## src/rtl/tokfilt_pkg.sv

```systemverilog
package tokfilt_pkg;

    typedef enum logic [1:0] {
        ST_IDLE   = 2'd0,
        ST_ACCEPT = 2'd1,
        ST_REJECT = 2'd2
    } filt_state_e;

    typedef enum logic [3:0] {
        PID_OUT   = 4'b0001,
        PID_IN    = 4'b1001,
        PID_SETUP = 4'b1101
    } tok_pid_e;

    localparam logic [2:0] SEL_TXMASK = 3'd4;
    localparam logic [2:0] SEL_RXMASK = 3'd5;
    localparam logic [2:0] SEL_SNOOP  = 3'd6;

    function automatic logic pid_is_in(input logic [3:0] pid);
        return pid == PID_IN;
    endfunction

    function automatic logic pid_is_rx(input logic [3:0] pid);
        return (pid == PID_OUT) || (pid == PID_SETUP);
    endfunction

endpackage

```

## src/rtl/tokfilt_cfg_regs.sv

```systemverilog
module tokfilt_cfg_regs #(
    parameter int NUM_SLOTS = 4,
    parameter int ADDR_W    = 7,
    parameter int NUM_EP    = 16,
    parameter int SEL_W     = 3
) (
    input  logic                          clk_i,
    input  logic                          rst_ni,
    input  logic                          we_i,
    input  logic [SEL_W-1:0]              sel_i,
    input  logic [NUM_EP-1:0]             data_i,
    output logic [NUM_SLOTS*ADDR_W-1:0]   slot_addr_o,
    output logic [NUM_SLOTS-1:0]          slot_vld_o,
    output logic [NUM_EP-1:0]             tx_mask_o,
    output logic [NUM_EP-1:0]             rx_mask_o,
    output logic                          snoop_o
);
    import tokfilt_pkg::*;

    for (genvar s = 0; s < NUM_SLOTS; s++) begin : g_slot
        always_ff @(posedge clk_i) begin
            if (!rst_ni) begin
                slot_addr_o[s*ADDR_W +: ADDR_W] <= '0;
                slot_vld_o[s]                   <= 1'b0;
            end else if (we_i && (sel_i == SEL_W'(s))) begin
                slot_addr_o[s*ADDR_W +: ADDR_W] <= data_i[ADDR_W-1:0];
                slot_vld_o[s]                   <= data_i[ADDR_W];
            end
        end
    end

    always_ff @(posedge clk_i) begin
        if (!rst_ni) begin
            tx_mask_o <= '0;
            rx_mask_o <= '0;
            snoop_o   <= 1'b0;
        end else if (we_i) begin
            if (sel_i == SEL_TXMASK) tx_mask_o <= data_i;
            if (sel_i == SEL_RXMASK) rx_mask_o <= data_i;
            if (sel_i == SEL_SNOOP)  snoop_o   <= data_i[0];
        end
    end

endmodule

```

## src/rtl/tokfilt_addr_cmp.sv

```systemverilog
module tokfilt_addr_cmp #(
    parameter int NUM_SLOTS = 4,
    parameter int ADDR_W    = 7,
    localparam int IDX_W    = $clog2(NUM_SLOTS + 1)
) (
    input  logic [ADDR_W-1:0]            addr_i,
    input  logic [NUM_SLOTS*ADDR_W-1:0]  slot_addr_i,
    input  logic [NUM_SLOTS-1:0]         slot_vld_i,
    output logic                         hit_o,
    output logic [IDX_W-1:0]             idx_o
);
    logic [NUM_SLOTS-1:0] hit_vec;

    for (genvar s = 0; s < NUM_SLOTS; s++) begin : g_cmp
        assign hit_vec[s] = slot_vld_i[s] &&
                            (slot_addr_i[s*ADDR_W +: ADDR_W] == addr_i);
    end

    assign hit_o = |hit_vec;

    always_comb begin
        idx_o = '0;
        for (int s = NUM_SLOTS - 1; s >= 0; s--) begin
            if (hit_vec[s]) idx_o = IDX_W'(s);
        end
    end

endmodule

```

## src/rtl/tokfilt_ep_gate.sv

```systemverilog
module tokfilt_ep_gate #(
    parameter int NUM_EP = 16,
    localparam int EP_W  = $clog2(NUM_EP)
) (
    input  logic [3:0]        pid_i,
    input  logic [EP_W-1:0]   ep_i,
    input  logic [NUM_EP-1:0] tx_mask_i,
    input  logic [NUM_EP-1:0] rx_mask_i,
    output logic              ok_o,
    output logic              is_in_o
);
    import tokfilt_pkg::*;

    logic is_rx;

    assign is_in_o = pid_is_in(pid_i);
    assign is_rx   = pid_is_rx(pid_i);
    assign ok_o    = (is_in_o && tx_mask_i[ep_i]) || (is_rx && rx_mask_i[ep_i]);

endmodule

```

## src/rtl/usb_token_filter.sv

```systemverilog
module usb_token_filter #(
    parameter int NUM_SLOTS = 4,
    parameter int ADDR_W    = 7,
    parameter int NUM_EP    = 16,
    localparam int EP_W     = $clog2(NUM_EP),
    localparam int IDX_W    = $clog2(NUM_SLOTS + 1),
    localparam int SEL_W    = 3
) (
    input  logic              clk_i,
    input  logic              rst_ni,
    input  logic              cfg_we_i,
    input  logic [SEL_W-1:0]  cfg_sel_i,
    input  logic [NUM_EP-1:0] cfg_data_i,
    input  logic              tok_valid_i,
    input  logic [3:0]        tok_pid_i,
    input  logic [ADDR_W-1:0] tok_addr_i,
    input  logic [EP_W-1:0]   tok_ep_i,
    output logic              match_o,
    output logic [IDX_W-1:0]  match_idx_o,
    output logic [EP_W-1:0]   match_ep_o,
    output logic              match_dir_o
);
    import tokfilt_pkg::*;

    localparam logic [IDX_W-1:0] SNOOP_IDX = IDX_W'(NUM_SLOTS);

    logic [NUM_SLOTS*ADDR_W-1:0] slot_addr_w;
    logic [NUM_SLOTS-1:0]        slot_vld_w;
    logic [NUM_EP-1:0]           tx_mask_w;
    logic [NUM_EP-1:0]           rx_mask_w;
    logic                        snoop_w;
    logic                        addr_hit_w;
    logic [IDX_W-1:0]            addr_idx_w;
    logic                        ep_ok_w;
    logic                        is_in_w;
    logic                        accept_w;

    filt_state_e     state_q, state_d;
    logic [IDX_W-1:0] idx_q;
    logic [EP_W-1:0]  ep_q;
    logic             dir_q;

    tokfilt_cfg_regs #(
        .NUM_SLOTS (NUM_SLOTS),
        .ADDR_W    (ADDR_W),
        .NUM_EP    (NUM_EP),
        .SEL_W     (SEL_W)
    ) u_cfg (
        .clk_i       (clk_i),
        .rst_ni      (rst_ni),
        .we_i        (cfg_we_i),
        .sel_i       (cfg_sel_i),
        .data_i      (cfg_data_i),
        .slot_addr_o (slot_addr_w),
        .slot_vld_o  (slot_vld_w),
        .tx_mask_o   (tx_mask_w),
        .rx_mask_o   (rx_mask_w),
        .snoop_o     (snoop_w)
    );

    tokfilt_addr_cmp #(
        .NUM_SLOTS (NUM_SLOTS),
        .ADDR_W    (ADDR_W)
    ) u_cmp (
        .addr_i      (tok_addr_i),
        .slot_addr_i (slot_addr_w),
        .slot_vld_i  (slot_vld_w),
        .hit_o       (addr_hit_w),
        .idx_o       (addr_idx_w)
    );

    tokfilt_ep_gate #(
        .NUM_EP (NUM_EP)
    ) u_ep (
        .pid_i     (tok_pid_i),
        .ep_i      (tok_ep_i),
        .tx_mask_i (tx_mask_w),
        .rx_mask_i (rx_mask_w),
        .ok_o      (ep_ok_w),
        .is_in_o   (is_in_w)
    );

    assign accept_w = ep_ok_w && (snoop_w || addr_hit_w);

    // Next-state choice: T_ACC, T_REJ or T_QUIET, the same from every state
    always_comb begin
        state_d = ST_IDLE;
        unique case (state_q)
            ST_IDLE, ST_ACCEPT, ST_REJECT: begin
                if (tok_valid_i && accept_w)  state_d = ST_ACCEPT;
                else if (tok_valid_i)         state_d = ST_REJECT;
                else                          state_d = ST_IDLE;
            end
            default: state_d = ST_IDLE;
        endcase
    end

    // State register and captured result fields
    always_ff @(posedge clk_i) begin
        if (!rst_ni) begin
            state_q <= ST_IDLE;
            idx_q   <= '0;
            ep_q    <= '0;
            dir_q   <= 1'b0;
        end else begin
            state_q <= state_d;
            if (tok_valid_i && accept_w) begin
                idx_q <= snoop_w ? SNOOP_IDX : addr_idx_w;
                ep_q  <= tok_ep_i;
                dir_q <= is_in_w;
            end
        end
    end

    // Outputs decoded from the state
    always_comb begin
        match_o     = 1'b0;
        match_idx_o = '0;
        match_ep_o  = '0;
        match_dir_o = 1'b0;
        unique case (state_q)
            ST_ACCEPT: begin
                match_o     = 1'b1;
                match_idx_o = idx_q;
                match_ep_o  = ep_q;
                match_dir_o = dir_q;
            end
            ST_IDLE, ST_REJECT: ;
            default: ;
        endcase
    end

endmodule

```

## config.mk

```make
export PLATFORM = sky130hd
export DESIGN_NAME = usb_token_filter
export DESIGN_NICKNAME = d
export VERILOG_FILES = /design/src/rtl/tokfilt_pkg.sv /design/src/rtl/tokfilt_cfg_regs.sv /design/src/rtl/tokfilt_addr_cmp.sv /design/src/rtl/tokfilt_ep_gate.sv /design/src/rtl/usb_token_filter.sv
export SDC_FILE = /design/constraint.sdc
export NUM_CORES = 1
export LEC_CHECK = 0
export BUFFER_PORTS_ARGS = -buffer_cell sky130_fd_sc_hd__buf_4
export CAP_MARGIN = 20
export CORE_MARGIN = 3
export CORE_UTILIZATION = 35
export CTS_CLUSTER_DIAMETER = 100
export DETAILED_ROUTE_END_ITERATION = 10
export GPL_TIMING_DRIVEN = 0
export PLACE_DENSITY = 0.59
export SLEW_MARGIN = 20
export SYNTH_ARGS = -nofsm -noshare
export SYNTH_HDL_FRONTEND = slang
export SYNTH_SLANG_ARGS = --single-unit
```

## constraint.sdc

```tcl
create_clock -name clk_i -period 2.4 [get_ports clk_i]
set_input_delay 0.36 -clock clk_i [delete_from_list [all_inputs] [get_ports clk_i]]
set_output_delay 0.36 -clock clk_i [all_outputs]
set_load 0.05 [all_outputs]
```

; Word-level counts from Yosys, hierarchy flattened
; Cells that the tools add are included.
[word_totals]
regBits = 75
input_bits = 38
out_inout_bits = 9
wordCells = 73
[op_classes]
order_cmp = 1
eq_ne = 15
n_mux = 15
bitwise_logic = 2
n_reduce_logical = 24
[op_table]
columns = operator, n
row1 = $eq A7 B7 Y1, 4
row2 = $logic_and A1 B1 Y1, 12
row3 = $mux W2, 5
row4 = $eq A3 B3 Y1 const B, 3
row5 = $bmux W1 S4, 2
row6 = $eq A4 B4 Y1 const B, 2
row7 = $reduce_and A2 Y1, 4
row8 = $eq A3 B2 Y1 const B, 2
row9 = $mux W3, 2
row10 = $reduce_or A3 Y1, 2
row11 = $lt A4 B5 Y1 const B, 1
row12 = $mux W1, 5
row13 = $eq A4 B1 Y1 const B, 1
row14 = $mux W4, 1
row15 = $reduce_or A4 Y1, 1
row16 = $eq A3 B1 Y1 const B, 1
row17 = $logic_not A3 Y1, 1
row18 = $logic_or A1 B1 Y1, 3
row19 = $eq A2 B1 Y1 const B, 1
row20 = $eq A2 B2 Y1 const B, 1
row21 = $logic_not A2 Y1, 1
row22 = $not A1 Y1, 2

; Logic depth before layout (Yosys ltp)
[logic_depth]
depth_word = 7
ltp_mapped = 8
ltp_nobuf = 6

; Modules after synthesis
; A second synthesis with hierarchy kept.
[unflattened]
cells_unflattened = 357
area_unflattened_um2 = 3578.4
[modules_own_cells]
columns = mod, n_inst, cells_per_inst, area_each_um2, seq_area_each_um2
row1 = tokfilt_cfg_regs, 1, 235, 2416.1, 1301.2
row2 = usb_token_filter, 1, 52, 469.2, 200.2
row3 = tokfilt_addr_cmp, 1, 49, 367.9, 0.0
row4 = tokfilt_ep_gate, 1, 21, 325.3, 0.0

; Worst setup path after synthesis
; OpenSTA, ideal clock, no wires.
[synth_timing]
path_type = input port to flip-flop
from = input port tok_ep_i[0]
to = register state_q[0]
setup_time_ns = 0.116
arrival_ns = 1.868
required_time_ns = 2.284
setup_slack_ns = 0.416
stages = 7
path_buffers = 2
cell_sequence = buf_4 > mux4_2 > mux2_2 > a211oi_1 > nor4_1 > buf_6 > and3_1
[synth_via]
elab_chain_len = 7
elab_cells_between_ends = 10
classes_between = 5 x mux / 5 x reduce/logical
[synth_rtl]
columns = item, line_no
row1 = "start, declared", usb_token_filter.sv:17  ; input logic [EP_W-1:0] tok_ep_i,
row2 = $bmux W1 S4, tokfilt_ep_gate.sv:18  ; assign ok_o = (is_in_o && tx_mask_i[ep_i]) || (is_rx && rx_mask_i[ep_i]);
row3 = $mux W1 (not written as such), tokfilt_ep_gate.sv:18
row4 = $logic_and A1 B1 Y1, tokfilt_ep_gate.sv:18
row5 = $logic_or A1 B1 Y1 *, tokfilt_ep_gate.sv:18
row6 = $logic_and A1 B1 Y1 *, usb_token_filter.sv:83  ; assign accept_w = ep_ok_w && (snoop_w || addr_hit_w);
row7 = $logic_and A1 B1 Y1 *, usb_token_filter.sv:90  ; if (tok_valid_i && accept_w) state_d = ST_ACCEPT;
row8 = $mux W1 *, usb_token_filter.sv:90
row9 = "end signal, assigned", usb_token_filter.sv:106  ; state_q <= state_d;
row10 = "end, declared", usb_token_filter.sv:38  ; filt_state_e state_q, state_d;
; Mark *: on every way between the ends. The rest lies on a longest branch, timed or not. The select of a mux whose other input is x is not followed.
; A chain may end at the register's enable or synchronous reset.

; Final worst setup path
[layout_timing]
from = register u_cfg.slot_addr_o[4]
to = register idx_q[2]
[layout_via]
elab_chain_len = 6
[layout_rtl]
columns = item, line_no
row1 = "start, declared", tokfilt_cfg_regs.sv:12  ; output logic [NUM_SLOTS*ADDR_W-1:0] slot_addr_o,
row2 = "start signal, assigned by index", tokfilt_cfg_regs.sv:26  ; slot_addr_o[s*ADDR_W +: ADDR_W] <= data_i[ADDR_W-1:0];
row3 = $eq A7 B7 Y1, tokfilt_addr_cmp.sv:16  ; (slot_addr_i[s*ADDR_W +: ADDR_W] == addr_i);
row4 = $logic_and A1 B1 Y1, tokfilt_addr_cmp.sv:15  ; assign hit_vec[s] = slot_vld_i[s] &&
row5 = $reduce_or A4 Y1, tokfilt_addr_cmp.sv:19  ; assign hit_o = |hit_vec;
row6 = $logic_or A1 B1 Y1, usb_token_filter.sv:83
row7 = $logic_and A1 B1 Y1, usb_token_filter.sv:83
row8 = $logic_and A1 B1 Y1, usb_token_filter.sv:107  ; if (tok_valid_i && accept_w) begin
row9 = "end signal, assigned", usb_token_filter.sv:108  ; idx_q <= snoop_w ? SNOOP_IDX : addr_idx_w;
row10 = "end, declared", usb_token_filter.sv:39  ; logic [IDX_W-1:0] idx_q;
; Every way passes these cells.

==> reports/summary.txt <==
Int Pwr - 2090 uW
number of synthesized flops with an enable pin - 0
Worst-path clk slew - 0.08 ns
WL per Instance - 14.4 microns
TritonCTS clock tree - yes
Starting Density - 36.1%
Clock H-tree levels - 3
clock latency on the worst-skew pair - 0.35 ns
post-cts gate resize count - 0
fin area - 4210 sq um
Yosys top cell area share - 42.4%
layout net count - 508
actual slew at the worst max-slew pin - 0.953 ns
Worst Path Arrival - 2.24 ns
via/cell ratio - 4.82
hold crit path type - input port to register
clock buffer depth - 2
Antenna Cells - 0
fin crit share - 81.9%
switching pwr - 602 uW
Detail Route Antenna Nets - 0
commonest cells after routing, fill and taps aside - nand2_1, dfxtp_1, a21boi_0
hold_sp - cfg_data_i[10]
Worst setup SP type - register
number of setup buffers added after CTS - 0
Worst Path Max Fanout - 10
IO buf count - 35
DP Area - 3970 sq um
multi-input logic area - 1920 sq um
hold buffers post-CTS - 0
Pre-antenna DRT Iters - 4
Setup WS post-layout - 0.433 ns
area leader, netlist - dfxtp_1
I/O Pins - 47
CP endpoint kind - register
Final Hold Fails - 0
Synth warnings - 0
CTS Buf Count - 9
Post-Syn Area - 3540 sq um
Tot GR Track Use - 16.2%
logic gate share of total power - 8.8%
FP Rows - 36
initial DRC count - 99
Slew HR - 36.0%
Setup CP Type - register to register
largest cells by area after synthesis - dfxtp_1, nand2_1, a21boi_0
first-pass GRT wire length - 14.3 mm
Reg area - 1500 sq um
RSZ-0062 raised after global routing - no
worst ir drop on vdd - 0.000277 V
worst r2r dst - idx_q[2]$_SDFFE_PN0P_
fmax - 508 MHz
fin crit period - 1.97 ns
pre-CTS WS - 0.129 ns
Unique masters post-synth - 30
Synth Instances - 424
largest net degree at the start of global routing - 13
max-slew violation count - 0
die height - 107 microns
total global routing overflow - 0
gpl congestion - 0.790
Leak Pwr - 0.00145 uW
ys flop type - dfxtp_1
Mean Syn Cell Area - 8.35 sq um
reg-to-reg slack, setup - 0.43 ns
clock network power share - 43.5%
Seq cells post-synth - 75
DRC Markers - 0
Pwr per Cell Area - 638 nW/um^2
Critical R2R Launch - u_cfg.slot_addr_o[4]$_SDFFE_PN0P_
clock sink count - 75
Core Area - 9820 sq um
max-cap violations - 0
Area Growth Syn to Fin - 18.9%
vias in the first global route - 2,878
Register-to-Register Path Depth - 7
Fin Setup TNS - 0 ns
hold depth - 3
Worst Hold End - u_cfg.tx_mask_o[10]$_SDFFE_PN0P_
layout cell share with drive strength beyond 1 - 13.5%
post-synthesis sequential area ratio - 42.4%
initial antenna violation count - 0
clock skew - 0.00838 ns
setup violators final - 0
Synth async-reset ratio - 0%
Die W - 107 microns
die area - 11,400 sq um
DP Cell Count - 592
total routed wirelength - 8.73 mm
final non-filler cell total - 608
via count - 2,928
Synthesized Nets - 462
Detailed Place HPWL - 6.33 mm
worst endpoint required time - 2.68 ns
commonest non-fill, non-tap cell in the layout - nand2_1
Switching Share - 22.4%
CTS Root Cell - clkbuf_8
WHS - 0.263 ns
Filler cells - 1,039
part of the power in registers - 47.6%
outcome - finished clean
## how the worst max path moves through the flow
| stage | from | end |
|---|---|---|
| after floorplan | tok_ep_i[0] | state_q[0]$_SDFF_PN0_ |
| after global placement | tok_addr_i[4] | idx_q[0]$_SDFFE_PN0P_ |
| after detailed placement | tok_addr_i[4] | idx_q[0]$_SDFFE_PN0P_ |
| after CTS | u_cfg.slot_addr_o[4]$_SDFFE_PN0P_ | idx_q[0]$_SDFFE_PN0P_ |
| after global routing | u_cfg.slot_addr_o[4]$_SDFFE_PN0P_ | idx_q[2]$_SDFFE_PN0P_ |
| final | u_cfg.slot_addr_o[4]$_SDFFE_PN0P_ | idx_q[2]$_SDFFE_PN0P_ |
## metal layers
| layer | global-route usage (%) | wire [microns] |
|---|---|---|
| met1 | 21.2 | 4060 |
| met2 | 26.7 | 4200 |
| met3 | 2.47 | 306 |
| met4 | 6.48 | 160 |
| met5 | 0 | 0 |
## final cells by class
cell class / instances / share of cell area [%]
buffer: 28 / 2.82
clock buffer: 11 / 3.36
clock inverter: 5 / 2.38
inverter: 1 / 0.0891
multi-input combinational: 320 / 45.5
sequential: 75 / 35.7
tap: 133 / 3.95
timing repair buffer: 35 / 6.24
## Yosys cell counts (all sizes together), types with 3 or more instances
cell type    n
mux2         3
nand4        6
xor2         6
nor2        11
clkbuf      22
o21ai        3
nand2b       4
and2         9
nand3        7
xnor2       22
nor3         3
a21boi      64
mux2i       11
nor2b        7
mux4         7
dfxtp       75
nor4         3
buf          6
nand2      147
## worst max-delay path, stage by stage (launching register included)
cell     delay [ns]
dfxtp_1        0.32
xor2_1         0.16
nor4_1         0.33
a41o_1         0.30
nor4_1         0.08
nor4_1         0.31
buf_6          0.21
mux2i_1        0.18
## state kept, by name, indices dropped and copies added, names as in the netlist
name	cells
dir_q	1
ep_q	4
idx_q	3
state_q	2
u_cfg.rx_mask_o	16
u_cfg.slot_addr_o	28
u_cfg.slot_vld_o	4
u_cfg.snoop_o	1
u_cfg.tx_mask_o	16
## power by group through the flow
stage	Combinational, uW	Clock (uW)	Sequential [uW]
2_1_floorplan	138	0	1310
3_3_place_gp	234	0	1310
3_5_place_dp	238	0	1310
4_1_cts	239	1200	1280
5_1_grt	261	1250	1280
6_report	237	1170	1280
## cell families after synthesis
family	Yosys count	share of synthesized area, %
AOI/OAI and AO/OA	71	14.9
xor gates and xnor gates	28	6.93
buffers and inverters	29	3.46
DFF	75	42.4
muxes	21	8.52
and+or+nand+nor	200	23.8
## stage by stage
stage / util [%] / total power [uW]
floorplan: - / 1440
detailed placement: 40.4 / 1550
global route: 42.9 / 2800
global placement: 40.4 / 1540
finish: 42.9 / 2690
CTS: 42.9 / 2720
(Power assumes the default switching activity.)
